## src/rtl/gpio_port_pkg.sv

```systemverilog
package gpio_port_pkg;
  localparam int ADDR_W = 3;

  typedef enum logic [ADDR_W-1:0] {
    REG_DATA  = 3'd0,
    REG_DIR   = 3'd1,
    REG_PULL  = 3'd2,
    REG_LVL   = 3'd3,
    REG_SCHM  = 3'd4,
    REG_RMODE = 3'd5
  } reg_sel_e;

  function automatic logic [63:0] low_mask(input int n);
    logic [63:0] m;
    m = '0;
    for (int i = 0; i < 64; i++) if (i < n) m[i] = 1'b1;
    return m;
  endfunction
endpackage

```

## src/rtl/gpio_cfg_reg.sv

```systemverilog
module gpio_cfg_reg #(
  parameter int          W       = 8,
  parameter int          IMPL_W  = 8,
  parameter logic [W-1:0] RST_VAL = '0
) (
  input  logic         clk_i,
  input  logic         rst_ni,
  input  logic         we_i,
  input  logic [W-1:0] wdata_i,
  output logic [W-1:0] q_o
);
  for (genvar i = 0; i < W; i++) begin : g_bit
    if (i < IMPL_W) begin : g_impl
      always_ff @(posedge clk_i or negedge rst_ni) begin
        if (!rst_ni)   q_o[i] <= RST_VAL[i];
        else if (we_i) q_o[i] <= wdata_i[i];
      end
    end else begin : g_tie
      assign q_o[i] = 1'b0;
    end
  end
endmodule

```

## src/rtl/gpio_pin_sync.sv

```systemverilog
module gpio_pin_sync #(
  parameter int W      = 8,
  parameter int IMPL_W = 8,
  parameter int STAGES = 2
) (
  input  logic         clk_i,
  input  logic         rst_ni,
  input  logic [W-1:0] pin_i,
  output logic [W-1:0] pin_sync_o
);
  localparam logic [W-1:0] MASK = W'(gpio_port_pkg::low_mask(IMPL_W));

  logic [W-1:0] stage_q [STAGES];

  for (genvar s = 0; s < STAGES; s++) begin : g_stage
    if (s == 0) begin : g_first
      always_ff @(posedge clk_i or negedge rst_ni) begin
        if (!rst_ni) stage_q[0] <= '0;
        else         stage_q[0] <= pin_i & MASK;
      end
    end else begin : g_next
      always_ff @(posedge clk_i or negedge rst_ni) begin
        if (!rst_ni) stage_q[s] <= '0;
        else         stage_q[s] <= stage_q[s-1];
      end
    end
  end

  assign pin_sync_o = stage_q[STAGES-1];
endmodule

```

## src/rtl/gpio_read_mux.sv

```systemverilog
module gpio_read_mux
  import gpio_port_pkg::*;
#(
  parameter int W = 8
) (
  input  logic [ADDR_W-1:0] addr_i,
  input  logic              rd_mode_i,
  input  logic [W-1:0]      pin_sync_i,
  input  logic [W-1:0]      data_i,
  input  logic [W-1:0]      dir_i,
  input  logic [W-1:0]      pull_i,
  input  logic [W-1:0]      lvl_i,
  input  logic [W-1:0]      schm_i,
  output logic [W-1:0]      rdata_o
);
  always_comb begin
    rdata_o = '0;
    case (addr_i)
      REG_DATA:  rdata_o = rd_mode_i ? data_i : pin_sync_i;
      REG_DIR:   rdata_o = dir_i;
      REG_PULL:  rdata_o = pull_i;
      REG_LVL:   rdata_o = lvl_i;
      REG_SCHM:  rdata_o = schm_i;
      REG_RMODE: rdata_o = W'(rd_mode_i);
      default:   rdata_o = '0;
    endcase
  end
endmodule

```

## src/rtl/gpio_port_ctrl.sv

```systemverilog
module gpio_port_ctrl
  import gpio_port_pkg::*;
#(
  parameter int PORT_W = 8,
  parameter int IMPL_W = 8
) (
  input  logic              clk_i,
  input  logic              rst_ni,
  input  logic              wr_en_i,
  input  logic [ADDR_W-1:0] addr_i,
  input  logic [PORT_W-1:0] wdata_i,
  output logic [PORT_W-1:0] rdata_o,
  input  logic [PORT_W-1:0] pin_i,
  output logic [PORT_W-1:0] pin_oe_o,
  output logic [PORT_W-1:0] pin_out_o,
  output logic [PORT_W-1:0] pad_pull_dis_o,
  output logic [PORT_W-1:0] pad_ttl_o,
  output logic [PORT_W-1:0] pad_schmitt_dis_o
);
  localparam logic [PORT_W-1:0] IMPL_MASK = PORT_W'(low_mask(IMPL_W));
  localparam int                SYNC_STAGES = 2;

  logic [PORT_W-1:0] data_q, dir_q, pull_q, lvl_q, schm_q, pin_sync;
  logic              rd_mode_q;
  logic              we_data, we_dir, we_pull, we_lvl, we_schm, we_rmode;

  assign we_data  = wr_en_i && (addr_i == REG_DATA);
  assign we_dir   = wr_en_i && (addr_i == REG_DIR);
  assign we_pull  = wr_en_i && (addr_i == REG_PULL);
  assign we_lvl   = wr_en_i && (addr_i == REG_LVL);
  assign we_schm  = wr_en_i && (addr_i == REG_SCHM);
  assign we_rmode = wr_en_i && (addr_i == REG_RMODE);

  gpio_cfg_reg #(.W(PORT_W), .IMPL_W(IMPL_W), .RST_VAL('0)) u_data (
    .clk_i, .rst_ni, .we_i(we_data), .wdata_i, .q_o(data_q));

  gpio_cfg_reg #(.W(PORT_W), .IMPL_W(IMPL_W), .RST_VAL(IMPL_MASK)) u_dir (
    .clk_i, .rst_ni, .we_i(we_dir), .wdata_i, .q_o(dir_q));

  gpio_cfg_reg #(.W(PORT_W), .IMPL_W(IMPL_W), .RST_VAL(IMPL_MASK)) u_pull (
    .clk_i, .rst_ni, .we_i(we_pull), .wdata_i, .q_o(pull_q));

  gpio_cfg_reg #(.W(PORT_W), .IMPL_W(IMPL_W), .RST_VAL('0)) u_lvl (
    .clk_i, .rst_ni, .we_i(we_lvl), .wdata_i, .q_o(lvl_q));

  gpio_cfg_reg #(.W(PORT_W), .IMPL_W(IMPL_W), .RST_VAL(IMPL_MASK)) u_schm (
    .clk_i, .rst_ni, .we_i(we_schm), .wdata_i, .q_o(schm_q));

  gpio_cfg_reg #(.W(1), .IMPL_W(1), .RST_VAL(1'b0)) u_rmode (
    .clk_i, .rst_ni, .we_i(we_rmode), .wdata_i(wdata_i[0]), .q_o(rd_mode_q));

  gpio_pin_sync #(.W(PORT_W), .IMPL_W(IMPL_W), .STAGES(SYNC_STAGES)) u_sync (
    .clk_i, .rst_ni, .pin_i, .pin_sync_o(pin_sync));

  gpio_read_mux #(.W(PORT_W)) u_rmux (
    .addr_i,
    .rd_mode_i (rd_mode_q),
    .pin_sync_i(pin_sync),
    .data_i    (data_q),
    .dir_i     (dir_q),
    .pull_i    (pull_q),
    .lvl_i     (lvl_q),
    .schm_i    (schm_q),
    .rdata_o
  );

  // unimplemented dir bits are 0 in storage, so mask the inverted enable
  assign pin_oe_o          = ~dir_q & IMPL_MASK;
  assign pin_out_o         = data_q;
  assign pad_pull_dis_o    = pull_q;
  assign pad_ttl_o         = lvl_q;
  assign pad_schmitt_dis_o = schm_q;
endmodule

```

## config.mk

```make
export PLATFORM = sky130hd
export DESIGN_NAME = gpio_port_ctrl
export DESIGN_NICKNAME = d
export VERILOG_FILES = /design/src/rtl/gpio_port_pkg.sv /design/src/rtl/gpio_cfg_reg.sv /design/src/rtl/gpio_pin_sync.sv /design/src/rtl/gpio_read_mux.sv /design/src/rtl/gpio_port_ctrl.sv
export SDC_FILE = /design/constraint.sdc
export NUM_CORES = 1
export LEC_CHECK = 0
export ABC_AREA = 1
export BUFFER_PORTS_ARGS = -buffer_cell sky130_fd_sc_hd__buf_4
export CAP_MARGIN = 20
export CORE_MARGIN = 5
export CORE_UTILIZATION = 47
export DETAILED_ROUTE_END_ITERATION = 10
export GPL_TIMING_DRIVEN = 0
export PLACE_DENSITY = 0.71
export SYNTH_ARGS = -nofsm -noshare
export SYNTH_HDL_FRONTEND = slang
export SYNTH_SLANG_ARGS = --single-unit
```

## constraint.sdc

```tcl
create_clock -name clk_i -period 1.68 [get_ports clk_i]
set_clock_uncertainty 0.2 [all_clocks]
set_input_delay 0.084 -clock clk_i [delete_from_list [all_inputs] [get_ports clk_i]]
set_output_delay 0.084 -clock clk_i [all_outputs]
set_load 0.01 [all_outputs]
```

; After elaboration in Yosys (flattened, before gate mapping)
; Index checks and enable logic that the tools add are counted.
[totals]
wordCells = 58
register_bits = 57
output_inout_bits = 48
[classes]
n_reduce_logical = 7
mux = 2
bitwise_logic = 1
n_eq_ne = 5
[op_table]
columns = cell, n
row1 = $pmux 8 s6, 1
row2 = $mux 8, 1
row3 = $not 8->8, 1
row4 = $eq 3x2->1 const B, 2
row5 = $eq 3x3->1 const B, 2
row6 = $logic_and 1x1->1, 6
row7 = $eq 3x1->1 const B, 1
row8 = $logic_not 3->1, 1

; Longest topological paths before layout
; Gate-level depths: netlist of run 1.
[depth]
depth_word = 2
ltp_mapped = 7
depth_no_buf = 7

; By module
; A second synthesis of run 1 with hierarchy kept.
[hier_totals]
hier_cells = 350
hier_area_um2 = 2732.6
[by_module_without_submodules]
columns = module, instances, area_per_inst_um2, cells_per_inst
row1 = gpio_cfg_reg (u_dir ...), 3, 315.3, 34
row2 = gpio_cfg_reg (u_data ...), 2, 305.3, 34
row3 = gpio_read_mux, 1, 586.8, 128
row4 = gpio_pin_sync, 1, 460.4, 24
row5 = gpio_port_ctrl, 1, 88.8, 23
row6 = gpio_cfg_reg (u_rmode), 1, 40.0, 5

; Worst setup path after synthesis of run 1
; No wires, ideal clock.
[synth_path]
kind = flip-flop to output port
start = register u_rmode.q_o
end = output rdata_o[0]
path_buffers = 1
required_time_ns = 1.396
t_arrival_ns = 0.937
path_stages_with_launch = 8
setup_slack_ns = 0.459
cell_sequence = dfrtp_1 > clkbuf_1 > nand2_1 > nand2_1 > nand2_1 > nand2_1 > inv_1 > nand2_1
[synth_via]
elab_chain_cells = 2
[synth_rtl]
columns = item, line
row1 = start: declaration, gpio_cfg_reg.sv:10  ; output logic [W-1:0] q_o
row2 = start signal: indexed assignment, gpio_cfg_reg.sv:15  ; if (!rst_ni) q_o[i] <= RST_VAL[i];
row3 = start signal: indexed assignment, gpio_cfg_reg.sv:16  ; else if (we_i) q_o[i] <= wdata_i[i];
row4 = $mux 8, gpio_read_mux.sv:19  ; REG_DATA: rdata_o = rd_mode_i ? data_i : pin_sync_i;
row5 = $pmux 8 s6 (*), gpio_read_mux.sv:18  ; case (addr_i)
row6 = end: declaration, gpio_port_ctrl.sv:12  ; output logic [PORT_W-1:0] rdata_o,
; Mark *: on every way between the ends. The rest lies on a longest branch, timed or not.

; Final worst setup path of run 1
[layout_path]
start = register u_rmode.q_o
end = output rdata_o[4]
[layout_via]
elab_chain_cells = 2
[layout_rtl]
columns = item, line
row1 = $mux 8, gpio_read_mux.sv:19
row2 = $pmux 8 s6, gpio_read_mux.sv:18
; No other way between the ends.

==> metrics.md, run 1 <==
| Metric | Value |
|---|---|
| Util after Layout | `0.681` |
| R2R cell count | `3` |
| Antenna Violating Nets Remaining | `0` |
| GR Overflow Total | `0` |
| Setup ws final | `0.00744 ns` |
| GRT Util Overall | `0.202` |
| Final-report max-slew violation count | `0` |
| Clock tree root driver cell | `clkbuf_8` |
| Status | `finished clean` |
| First-pass GRT wire length | `between 10000 and 15000 microns` |
| Worst vdd ir | `between 0.7 and 0.8 mV` |
| Switch share | `0.287` |
| Worst slew margin | `0.532` |
| Cell area after layout | `0.00370 sq mm` |
| Gate power share | `0.237` |
| Unrepaired setup endpoints after global routing | `true` |
| MaxCap Viol Count | `0` |
| # diodes | `0` |
| Main area contributors after synthesis | `dfrtp_1, dfstp_2, nand2_1, o21ai_0, inv_1` |
| Num CTS Buffers | `9` |
| Worst min path class | `in -> reg` |
| Wire length on met2 | `between 3000 and 4000 microns` |
| Pwr per Cell Area | `around 1100 mW/mm^2` |
| Initial antenna violation count | `0` |
| Detail Route met3 WL | `around 410 microns` |
| Internal cell power | `3.03 mW` |
| Post-synth top cells | `nand2_1, inv_1, dfrtp_1, o21ai_0, dfstp_2` |
| Overall power | `between 4 and 5 mW` |
| Area Overhead vs Synth | `43.1%` |
| Initial drt markers | `approximately 110` |
| Largest net degree at the start of global routing | `58` |
| Final hold violation count | `0` |
| FMAX | `598 MHz` |
| Area of the core | `around 0.0054 sq mm` |
| Placed Instances | `about 450` |
| Hold slack | `between 0.007 and 0.008 ns` |
| Crit Path Max Fanout | `8` |
| Sequential-to-total area share from yosys stat | `0.563` |
| HPWL Detailed | `around 4800 microns` |
| Via count | `2386` |
| Synth area leader | `dfrtp_1` |
| Final Non-Filler Cells | `between 400 and 500` |
| Seq cells post-synth | `57` |
| Post-Route WL | `slightly below 7000 microns` |
| Netlist cell types | `21` |
| CTS tree | `yes` |
| Critical path arrival | `about 1.4 ns` |
| Area of the die | `0.00709 sq mm` |
| Worst-Margin Slew | `0.701 ns` |
| Synth Warn # | `0` |
| CP Data Required Time | `about 1.4 ns` |
| Seq pwr share | `0.431` |
| Vias in the first global route | `2371` |
| Crit path capture type | `output port` |
| Router iterations before antenna repair | `4` |
| Setup CP Type | `reg -> out` |
| Initial cell density of the core | `0.476` |
| Setup TNS | `0 ns` |
| H-tree Lvls | `3` |
| Final RePlAce weighted congestion | `approximately 0.84` |
| Chip height | `84.2 microns` |
| Post-DR wirelength/cell | `approximately 14 microns` |
| Leak | `approximately 1.9 nW` |
| Clock tree buffer depth | `2` |
| Post-synth EDFFs | `0` |
| Nets | `roughly 430` |
| Site row count | `27` |
| DP Area | `about 0.0032 sq mm` |
| Final worst path period need | `roughly 1.7 ns` |
| Mapped Nets | `327` |
| Worst-Skew Late Latency | `about 0.33 ns` |
| Fillcell total | `464` |
| Fraction of layout cells with a size suffix above 1 | `0.333` |
| Sw power | `roughly 1.2 mW` |
| Most common cell in the netlist | `nand2_1` |
| I/O Buffers | `between 60 and 70` |
| Clock power share | `0.332` |
| Highest metal used | `met4` |
| DRC viols | `0` |
| Cell count after synthesis | `slightly above 300` |
| Post-synth ARST share | `1.00` |
| DIE WIDTH | `approximately 84 microns` |
| Worst slack at placement | `between 0.15 and 0.2 ns` |
| # IOs | `70` |
| Synth top area share | `0.319` |
| Final period utilization | `0.996` |
| CP startpoint kind | `flop` |
| Most used DFF post-synth | `dfrtp_1` |
| Worst-path clk slew | `roughly 0.07 ns` |
| Final setup viols | `0` |
| Hold depth | `5` |
| Via/cell ratio | `slightly below 5` |
| Synth Cell Area | `roughly 0.0026 sq mm` |
| Met1 WL | `roughly 3000 microns` |
| Clock sink total | `between 50 and 60` |
| Mapped Avg Cell Area | `8.48 sq um` |
-- layout by cell type, fill, tap and decap left out, types with 3 or more instances in the layout --
cell,netlist,routed
clkbuf_8,0,12
dfstp_2,24,24
nand2_2,2,10
o21ai_1,8,9
inv_2,1,4
buf_4,2,63
nand4_1,18,18
inv_1,34,31
dlygate4sd3_1,0,21
nor2_1,16,16
nand3_1,9,9
buf_6,2,10
clkbuf_1,4,4
o21ai_0,33,32
nand2_1,108,100
dfrtp_1,33,33
buf_2,4,3
-- registers in the layout, indices dropped and copies added (netlist names) --
| name | flops |
|---|---|
| u_data.q_o | 8 |
| u_dir.q_o | 8 |
| u_lvl.q_o | 8 |
| u_pull.q_o | 8 |
| u_rmode.q_o | 1 |
| u_schm.q_o | 8 |
| u_sync.pin_sync_o | 8 |
| u_sync.stage_q | 8 |
-- critical path: stages, from the launching register on --
cell	delay (ns)
dfrtp_1	0.43
inv_2	0.15
nand2_1	0.07
nand2_1	0.07
nand2_1	0.05
nand2_1	0.08
inv_2	0.04
nand2_2	0.07
buf_6	0.10
-- final timing paths --
check,from,to,slack [ns]
worst min-delay path,addr_i[2],u_dir.q_o[2],0.008
worst max-delay path,u_rmode.q_o,rdata_o[4],0.007
worst min register to register,u_sync.stage_q[12],u_sync.pin_sync_o[4],0.15
max in group asynchronous,rst_ni,u_lvl.q_o[1],0.65
worst max register to register,u_rmode.q_o,u_rmode.q_o,0.63
min in group asynchronous,rst_ni,u_sync.stage_q[15],0.15
-- power groups by stage --
| stage | Clock [mW] | Combinational [mW] | Sequential [mW] |
|---|---|---|---|
| after CTS | 1.43 | 1.01 | 1.83 |
| final | 1.41 | 1.01 | 1.83 |
| after global routing | 1.49 | 1.12 | 1.86 |
| after floorplan | 0 | 0.367 | 1.88 |
| after global placement | 0 | 0.900 | 1.84 |
| after detailed placement | 0 | 0.922 | 1.85 |
-- logic make-up after synthesis --
kind of cell,synth area share
AND/OR/NAND/NOR,0.278
flip-flops,0.563
buffers and inverters,0.0803
AO/OA/AOI/OAI,0.0793
-- area by class of cell --
cell class              count  area [sq um]  area share
inverters                  36           135      0.0365
flip-flops and latches     57          1460       0.393
plain buffers              12          85.1      0.0230
clock buffers              11           141      0.0382
well taps                  72          90.1      0.0243
clock inverters             5          78.8      0.0213
multi-input cells         200           951       0.257
repair buffers             90           764       0.206
-- metal layers --
layer	global-route usage	vias to the layer above
met1	0.262	1136
li1	-	1176
met2	0.327	65
met5	0	-
met4	0.0658	0
met3	0.0579	9
-- repair_timing --
item	in CTS	in global routing
setup endpoints to repair	8	22
cloned	1	0
pin swaps	7	1
gates resized for setup	17	10
hold buffers	22	0
endpoints found under the hold margin	83	0
buffers inserted	0	0
Power figures use the tool's default switching activity.
==> inputs of run 2 (changes only) <==
- BUFFER_PORTS_ARGS: -buffer_cell sky130_fd_sc_hd__buf_4 -> not set
- CTS_CLUSTER_SIZE: not set -> 30
- DONT_BUFFER_PORTS: not set -> 1
- PLACE_DENSITY: 0.71 -> 0.6
==> run 2 against run 1 <==
  * Worst setup slack better by 0.099 ns
  * First-iteration DRC count down 6.5%
  * Design area down 13%
  * Largest power group unchanged
==> metrics.md, run 2 (same netlist as run 1, synthesis figures left out) <==
| Metric | Value |
|---|---|
| Status | `finished clean (unchanged)` |
| Leak | `1.55 nW (was 1.87 nW)` |
| Pwr per Cell Area | `1160 mW/mm^2 (was 1150 mW/mm^2)` |
| Chip height | `84.2 microns (unchanged)` |
| CP startpoint kind | `flop (unchanged)` |
| Site row count | `27 (unchanged)` |
| Area of the core | `0.00544 sq mm (unchanged)` |
| CTS tree | `yes (unchanged)` |
| Top cell by count, worst path | `nand2_1 (unchanged)` |
| Post-Route WL | `6480 microns (was 6820 microns)` |
| Clock sink total | `57 (unchanged)` |
| DIE WIDTH | `84.2 microns (unchanged)` |
| DRC viols | `0 (unchanged)` |
| Via/cell ratio | `5.13 (was 4.94)` |
| Area of the die | `0.00709 sq mm (unchanged)` |
| # IOs | `70 (unchanged)` |
| Unrepaired setup endpoints after global routing | `false (was true)` |
| MaxCap Viol Count | `0 (unchanged)` |
| Crit path capture type | `output port (unchanged)` |
| Worst vdd ir | `0.693 mV (was 0.701 mV)` |
| Crit Path Max Fanout | `8 (unchanged)` |
| WP buf/inv | `2 (was 3)` |
| Worst min path class | `in -> reg (unchanged)` |
| Fillcell total | `503 (was 464)` |
| Worst slew margin | `0.697 (was 0.532)` |
| Worst-path clk slew | `0.07 ns (about the same)` |
| Router iterations before antenna repair | `4 (unchanged)` |
| Critical path arrival | `1.29 ns (was 1.39 ns)` |
| CP Cell Sequence | `inv_2 > nand2_1 > nand2_1 > nand2_1 > nand2_1 > inv_1 > nand2_1 (was inv_2 > nand2_1 > nand2_1 > nand2_1 > nand2_1 > inv_2 > nand2_2 > buf_6)` |
| Commonest non-fill, non-tap cell in the layout | `nand2_1 (unchanged)` |
| Biggest cell delay along the critical path | `0.40 ns (was 0.43 ns)` |
| Antenna Violating Nets Remaining | `0 (unchanged)` |
| Final setup viols | `0 (unchanged)` |
| Worst-Skew Late Latency | `0.33 ns (about the same)` |
| Worst slack at placement | `0.221 ns (was 0.173 ns)` |
| Vias in the first global route | `2076 (was 2371)` |
| H-tree Lvls | `3 (unchanged)` |
| Largest net degree at the start of global routing | `58 (unchanged)` |
| Initial drt markers | `100 (was 107)` |
| Setup CP Type | `reg -> out (unchanged)` |
| Area occupied by multi-input gates | `931 sq um (was 951 sq um)` |
| Post-DR wirelength/cell | `15.3 microns (was 14.1 microns)` |
| Nets | `370 (was 428)` |
| Setup ws final | `0.106 ns (was 0.00744 ns)` |
| I/O Buffers | `0 (was 68)` |
| Via count | `2175 (was 2386)` |
| Clock tree root driver cell | `clkbuf_8 (unchanged)` |
| GRT Util Overall | `0.188 (was 0.202)` |
| Most frequent cells in the layout | `nand2_1, inv_1, o21ai_0, dfrtp_1, dlygate4sd3_1 (was nand2_1, buf_4, dfrtp_1)` |
| Final RePlAce weighted congestion | `0.793 (was 0.841)` |
| Final hold violation count | `0 (unchanged)` |
| Fraction of layout cells with a size suffix above 1 | `0.176 (was 0.333)` |
| Setup TNS | `0 ns (unchanged)` |
| Clock tree buffer depth | `2 (unchanged)` |
| CP Data Required Time | `1.40 ns (about the same)` |
| Critical-path top delay cell | `dfrtp_1 (unchanged)` |
| First-pass GRT wire length | `10500 microns (was 11400 microns)` |
| FF+latch area | `0.00146 sq mm (unchanged)` |
| FMAX | `635 MHz (was 598 MHz)` |
| Initial antenna violation count | `0 (unchanged)` |
| Final-report max-slew violation count | `0 (unchanged)` |
| Worst-Margin Slew | `0.455 ns (was 0.701 ns)` |
| Num CTS Buffers | `9 (unchanged)` |
| # diodes | `0 (unchanged)` |
| Final worst path period need | `1.57 ns (was 1.67 ns)` |
| Final period utilization | `0.937 (was 0.996)` |
| GR Overflow Total | `0 (unchanged)` |
| Initial cell density of the core | `0.476 (unchanged)` |
| HPWL Detailed | `4640 microns (was 4830 microns)` |
| Area Overhead vs Synth | `24.2% (was 43.1%)` |
| CP top delay family | `flip-flops (unchanged)` |
run 2: path summary, 6_finish.rpt:
check / end / from / slack [ns] / depth (start not counted)
setup / recovery: rdata_o[3] / u_rmode.q_o / 0.11 / 7
hold / removal: u_data.q_o[0] / addr_i[1] / 0.02 / 6
setup reg to reg: u_lvl.q_o[3] / u_lvl.q_o[3] / 0.19 / 3
hold reg to reg: u_sync.pin_sync_o[3] / u_sync.stage_q[11] / 0.15 / 0
max in group asynchronous: u_pull.q_o[4] / rst_ni / 0.93 / 2
min in group asynchronous: u_sync.stage_q[10] / rst_ni / 0.06 / 2
run 2: layer usage:
metal / routed length [microns] / GRT usage
met1: 2820 / 0.249
met4: 127 / 0.0877
met3: 455 / 0.0491
met2: 3080 / 0.290
met5: 0 / 0
run 2: repair_timing:
action,4_1_cts,5_1_grt
endpoints found under the hold margin,106,0
endpoints found under the setup margin,8,8
cloned,0,0
hold buffers,32,0
buffers inserted,0,0
gates resized for setup,3,5
run 2: cell type report:
type	instances	share of cell area
sequential	57	0.453
inverter	36	0.0420
clock inverter	6	0.0187
tap	72	0.0280
multi-input combinational	200	0.290
buffer	12	0.0249
timing repair buffer	32	0.105
clock buffer	9	0.0385
run 2: report_power, final:
| group | internal (mW) | switching (mW) |
|---|---|---|
| combinational | 0.244 | 0.356 |
| clock | 0.667 | 0.542 |
| sequential | 1.66 | 0.257 |
| total | 2.57 | 1.15 |
run 2: stage by stage:
stage	power [mW]	area [sq um]	hold slack, ns	instances	utilization
3_3_place_gp	2.38	2680	-0.410	377	0.492
2_1_floorplan	2.24	2590	-0.412	305	-
4_1_cts	3.75	3200	0.0125	424	0.589
5_1_grt	3.93	3210	0.0843	424	0.591
6_report	3.73	3210	0.0224	424	0.591
3_5_place_dp	2.40	2680	-0.410	377	0.492
run 2: worst reg2reg max path, delay by kind of cell, from the launching register on:
family          cells  cell delay [ns]
compound gates      1             0.10
buf+inv             1             0.57
flops               1             0.43
simple gates        1             0.08
==> inputs of run 3 (changes only) <==
--- a/constraint.sdc
+++ b/constraint.sdc
@@ -3,3 +3,3 @@
 set_input_delay 0.084 -clock clk_i [delete_from_list [all_inputs] [get_ports clk_i]]
 set_output_delay 0.084 -clock clk_i [all_outputs]
-set_load 0.01 [all_outputs]
+set_load 0.02 [all_outputs]
==> run 3 against run 2 <==
  * Flip-flop and latch count did not move
  * Routed wire length barely moved
  * Via count fell by 0.83%
  * Clock power barely moved
  * Critical path depth fell by 3
  * Global-route usage barely moved
  * Sequential power rose by 6%
==> metrics.md, run 3 (same netlist as run 1, synthesis figures left out) <==
| Metric | Value |
|---|---|
| Unrepaired setup endpoints after global routing | `true (was false)` |
| Area Overhead vs Synth | `25.6% (was 24.2%)` |
| Most frequent cells in the layout | `nand2_1, inv_1, o21ai_0, dfrtp_1, dlygate4sd3_1 (unchanged)` |
| Leak | `1.56 nW (was 1.55 nW)` |
| Hold depth | `6 (unchanged)` |
| Clock power share | `0.308 (was 0.324)` |
| Area of the die | `0.00709 sq mm (unchanged)` |
| Worst-path clk slew | `0.07 ns (about the same)` |
| Seq pwr share | `0.521 (was 0.515)` |
| Setup ws final | `0.0778 ns (was 0.106 ns)` |
| Util after Layout | `0.597 (was 0.591)` |
| Worst slew margin | `0.695 (was 0.697)` |
| R2r startpoint | `u_lvl.q_o[3] (unchanged)` |
| R2R cell count | `3 (unchanged)` |
| Vias in the first global route | `2076 (unchanged)` |
| Area of the core | `0.00544 sq mm (unchanged)` |
| HPWL Detailed | `4640 microns (unchanged)` |
| Gr busiest metal | `met2 (unchanged)` |
| I/O Buffers | `0 (unchanged)` |
| Initial antenna violation count | `0 (unchanged)` |
| Met2 Track Usage GR | `0.290 (unchanged)` |
| MaxCap Viol Count | `0 (unchanged)` |
| First-pass GRT wire length | `10500 microns (about the same)` |
| GRT Util Overall | `0.188 (about the same)` |
| FF+latch area | `0.00146 sq mm (unchanged)` |
| Final period utilization | `0.954 (was 0.937)` |
| FMAX | `624 MHz (was 635 MHz)` |
| Nets | `370 (unchanged)` |
| CTS tree | `yes (unchanged)` |
| Capturing point of the worst reg2reg path | `u_lvl.q_o[3] (unchanged)` |
| Cell area after layout | `0.00325 sq mm (was 0.00321 sq mm)` |
| Crit path capture type | `output port (unchanged)` |
| Biggest cell delay along the critical path | `0.61 ns (was 0.40 ns)` |
| Worst slack at placement | `0.160 ns (was 0.221 ns)` |
| Sw power | `1.33 mW (was 1.15 mW)` |
| Largest net degree at the start of global routing | `58 (unchanged)` |
| Worst min path class | `in -> reg (unchanged)` |
| GR Overflow Total | `0 (unchanged)` |
| Final-report max-slew violation count | `0 (unchanged)` |
| Clock tree buffer depth | `2 (unchanged)` |
| Pwr per Cell Area | `1200 mW/mm^2 (was 1160 mW/mm^2)` |
| Setup CP Type | `reg -> out (unchanged)` |
| Worst vdd ir | `0.701 mV (was 0.693 mV)` |
| DP Area | `0.00268 sq mm (unchanged)` |
| Fraction of layout cells with a size suffix above 1 | `0.193 (was 0.176)` |
| CP top delay family | `flip-flops (unchanged)` |
| Placed Instances | `377 (unchanged)` |
| # IOs | `70 (unchanged)` |
| Initial cell density of the core | `0.476 (unchanged)` |
| DIE WIDTH | `84.2 microns (unchanged)` |
| Switch share | `0.339 (was 0.310)` |
| H-tree Lvls | `3 (unchanged)` |
| Antenna Violating Nets Remaining | `0 (unchanged)` |
| CP startpoint kind | `flop (unchanged)` |
| Worst-Skew Late Latency | `0.33 ns (about the same)` |
| Gate power share | `0.171 (was 0.161)` |
| Met3 Usage GRT | `0.0491 (unchanged)` |
| Crit Path Max Fanout | `3 (was 8)` |
| Final RePlAce weighted congestion | `0.793 (unchanged)` |
| Final setup viols | `0 (unchanged)` |
| Initial drt markers | `120 (was 100)` |
| Post-DR wirelength/cell | `15.3 microns (about the same)` |
| Area occupied by multi-input gates | `966 sq um (was 931 sq um)` |
| Clock sink total | `57 (unchanged)` |
| # diodes | `0 (unchanged)` |
| Final Non-Filler Cells | `424 (unchanged)` |
| WP buf/inv | `0 (was 2)` |
| Post-Route WL | `6480 microns (about the same)` |
| Chip height | `84.2 microns (unchanged)` |
| Router iterations before antenna repair | `4 (unchanged)` |
| Via count | `2157 (was 2175)` |
| WHS Endpoint | `u_data.q_o[0] (unchanged)` |
| R2R Setup Slk | `0.13 ns (was 0.19 ns)` |
| Setup TNS | `0 ns (unchanged)` |
| Critical-path top delay cell | `dfstp_2 (was dfrtp_1)` |
| CP Data Required Time | `1.40 ns (about the same)` |
| Final worst path period need | `1.60 ns (was 1.57 ns)` |
| Critical path arrival | `1.32 ns (was 1.29 ns)` |
| Internal cell power | `2.58 mW (was 2.57 mW)` |
| Met1 Use GR | `0.248 (was 0.249)` |
| Site row count | `27 (unchanged)` |
| Final hold violation count | `0 (unchanged)` |
| Via/cell ratio | `5.09 (was 5.13)` |
| CP Cell Sequence | `nand4_1 > nand2_1 > nor2_1 > nand2_4 (was inv_2 > nand2_1 > nand2_1 > nand2_1 > nand2_1 > inv_1 > nand2_1)` |
| DRC viols | `0 (unchanged)` |
| Worst-Margin Slew | `0.458 ns (was 0.455 ns)` |
| Commonest non-fill, non-tap cell in the layout | `nand2_1 (unchanged)` |
| Status | `finished clean (unchanged)` |
| Clock tree root driver cell | `clkbuf_8 (unchanged)` |
| Fillcell total | `495 (was 503)` |
| Hold_sp | `addr_i[1] (unchanged)` |
| Num CTS Buffers | `9 (unchanged)` |
run 3: cell types whose count changed in the layout (fill, tap and decap cells not counted):
cell | previous run | this run
nor2_1 | 16 | 15
nand2_2 | 5 | 6
nor2_2 | 0 | 1
nand2_4 | 0 | 4
nand2_1 | 105 | 100
run 3: power groups by stage:
stage	logic, mW	registers, mW	clock network [mW]
final	0.669	2.04	1.20
after global routing	0.759	2.06	1.29
after CTS	0.653	2.04	1.23
after detailed placement	0.506	2.06	0
after global placement	0.494	2.06	0
after floorplan	0.417	1.99	0
run 3: how the worst max path moves through the flow:
stage | start | to | slack (ns) | cells past startpoint
global placement | u_rmode.q_o | rdata_o[1] | 0.18 | 7
detailed placement | u_rmode.q_o | rdata_o[1] | 0.16 | 7
global route | u_rmode.q_o | rdata_o[7] | -0.01 | 7
finish | u_pull.q_o[6] | rdata_o[6] | 0.08 | 4
floorplan | u_rmode.q_o | rdata_o[0] | 0.40 | 7
CTS | u_rmode.q_o | rdata_o[0] | 0.005 | 7
run 3: per-layer routing:
layer  vias up  wire length (microns)
met5         -                      0
met3        11                    479
met4         0                    127
li1       1055                      -
met2        68                   3060
met1      1023                   2820
run 3: timing repair:
item                                    4_1_cts  5_1_grt
resized for setup                             7       11
setup buffers                                 0        0
pin swaps                                     0        2
hold buffers                                 32        0
endpoints found under the hold margin       106        0
endpoints found under the setup margin        8        8
run 3: layout make-up:
type,count,share of cell area
clock inverters,6,0.0185
clock buffers,9,0.0381
flip-flops and latches,57,0.448
plain buffers,12,0.0246
repair buffers,32,0.104
well taps,72,0.0277
multi-input cells,200,0.297
inverters,36,0.0416
run 3: per-stage QoR:
stage	hold slack [ns]	power, mW
floorplan	-0.412	2.41
global placement	-0.410	2.55
detailed placement	-0.410	2.57
CTS	0.0126	3.93
global route	0.0856	4.11
finish	0.0238	3.91
run 3: tightest hold or removal path: cells and delay by family:
family / cells / cell delay [ns]
and+or+nand+nor: 4 / 0.35
AOI/OAI and AO/OA: 1 / 0.06
buffers and inverters: 1 / 0.02
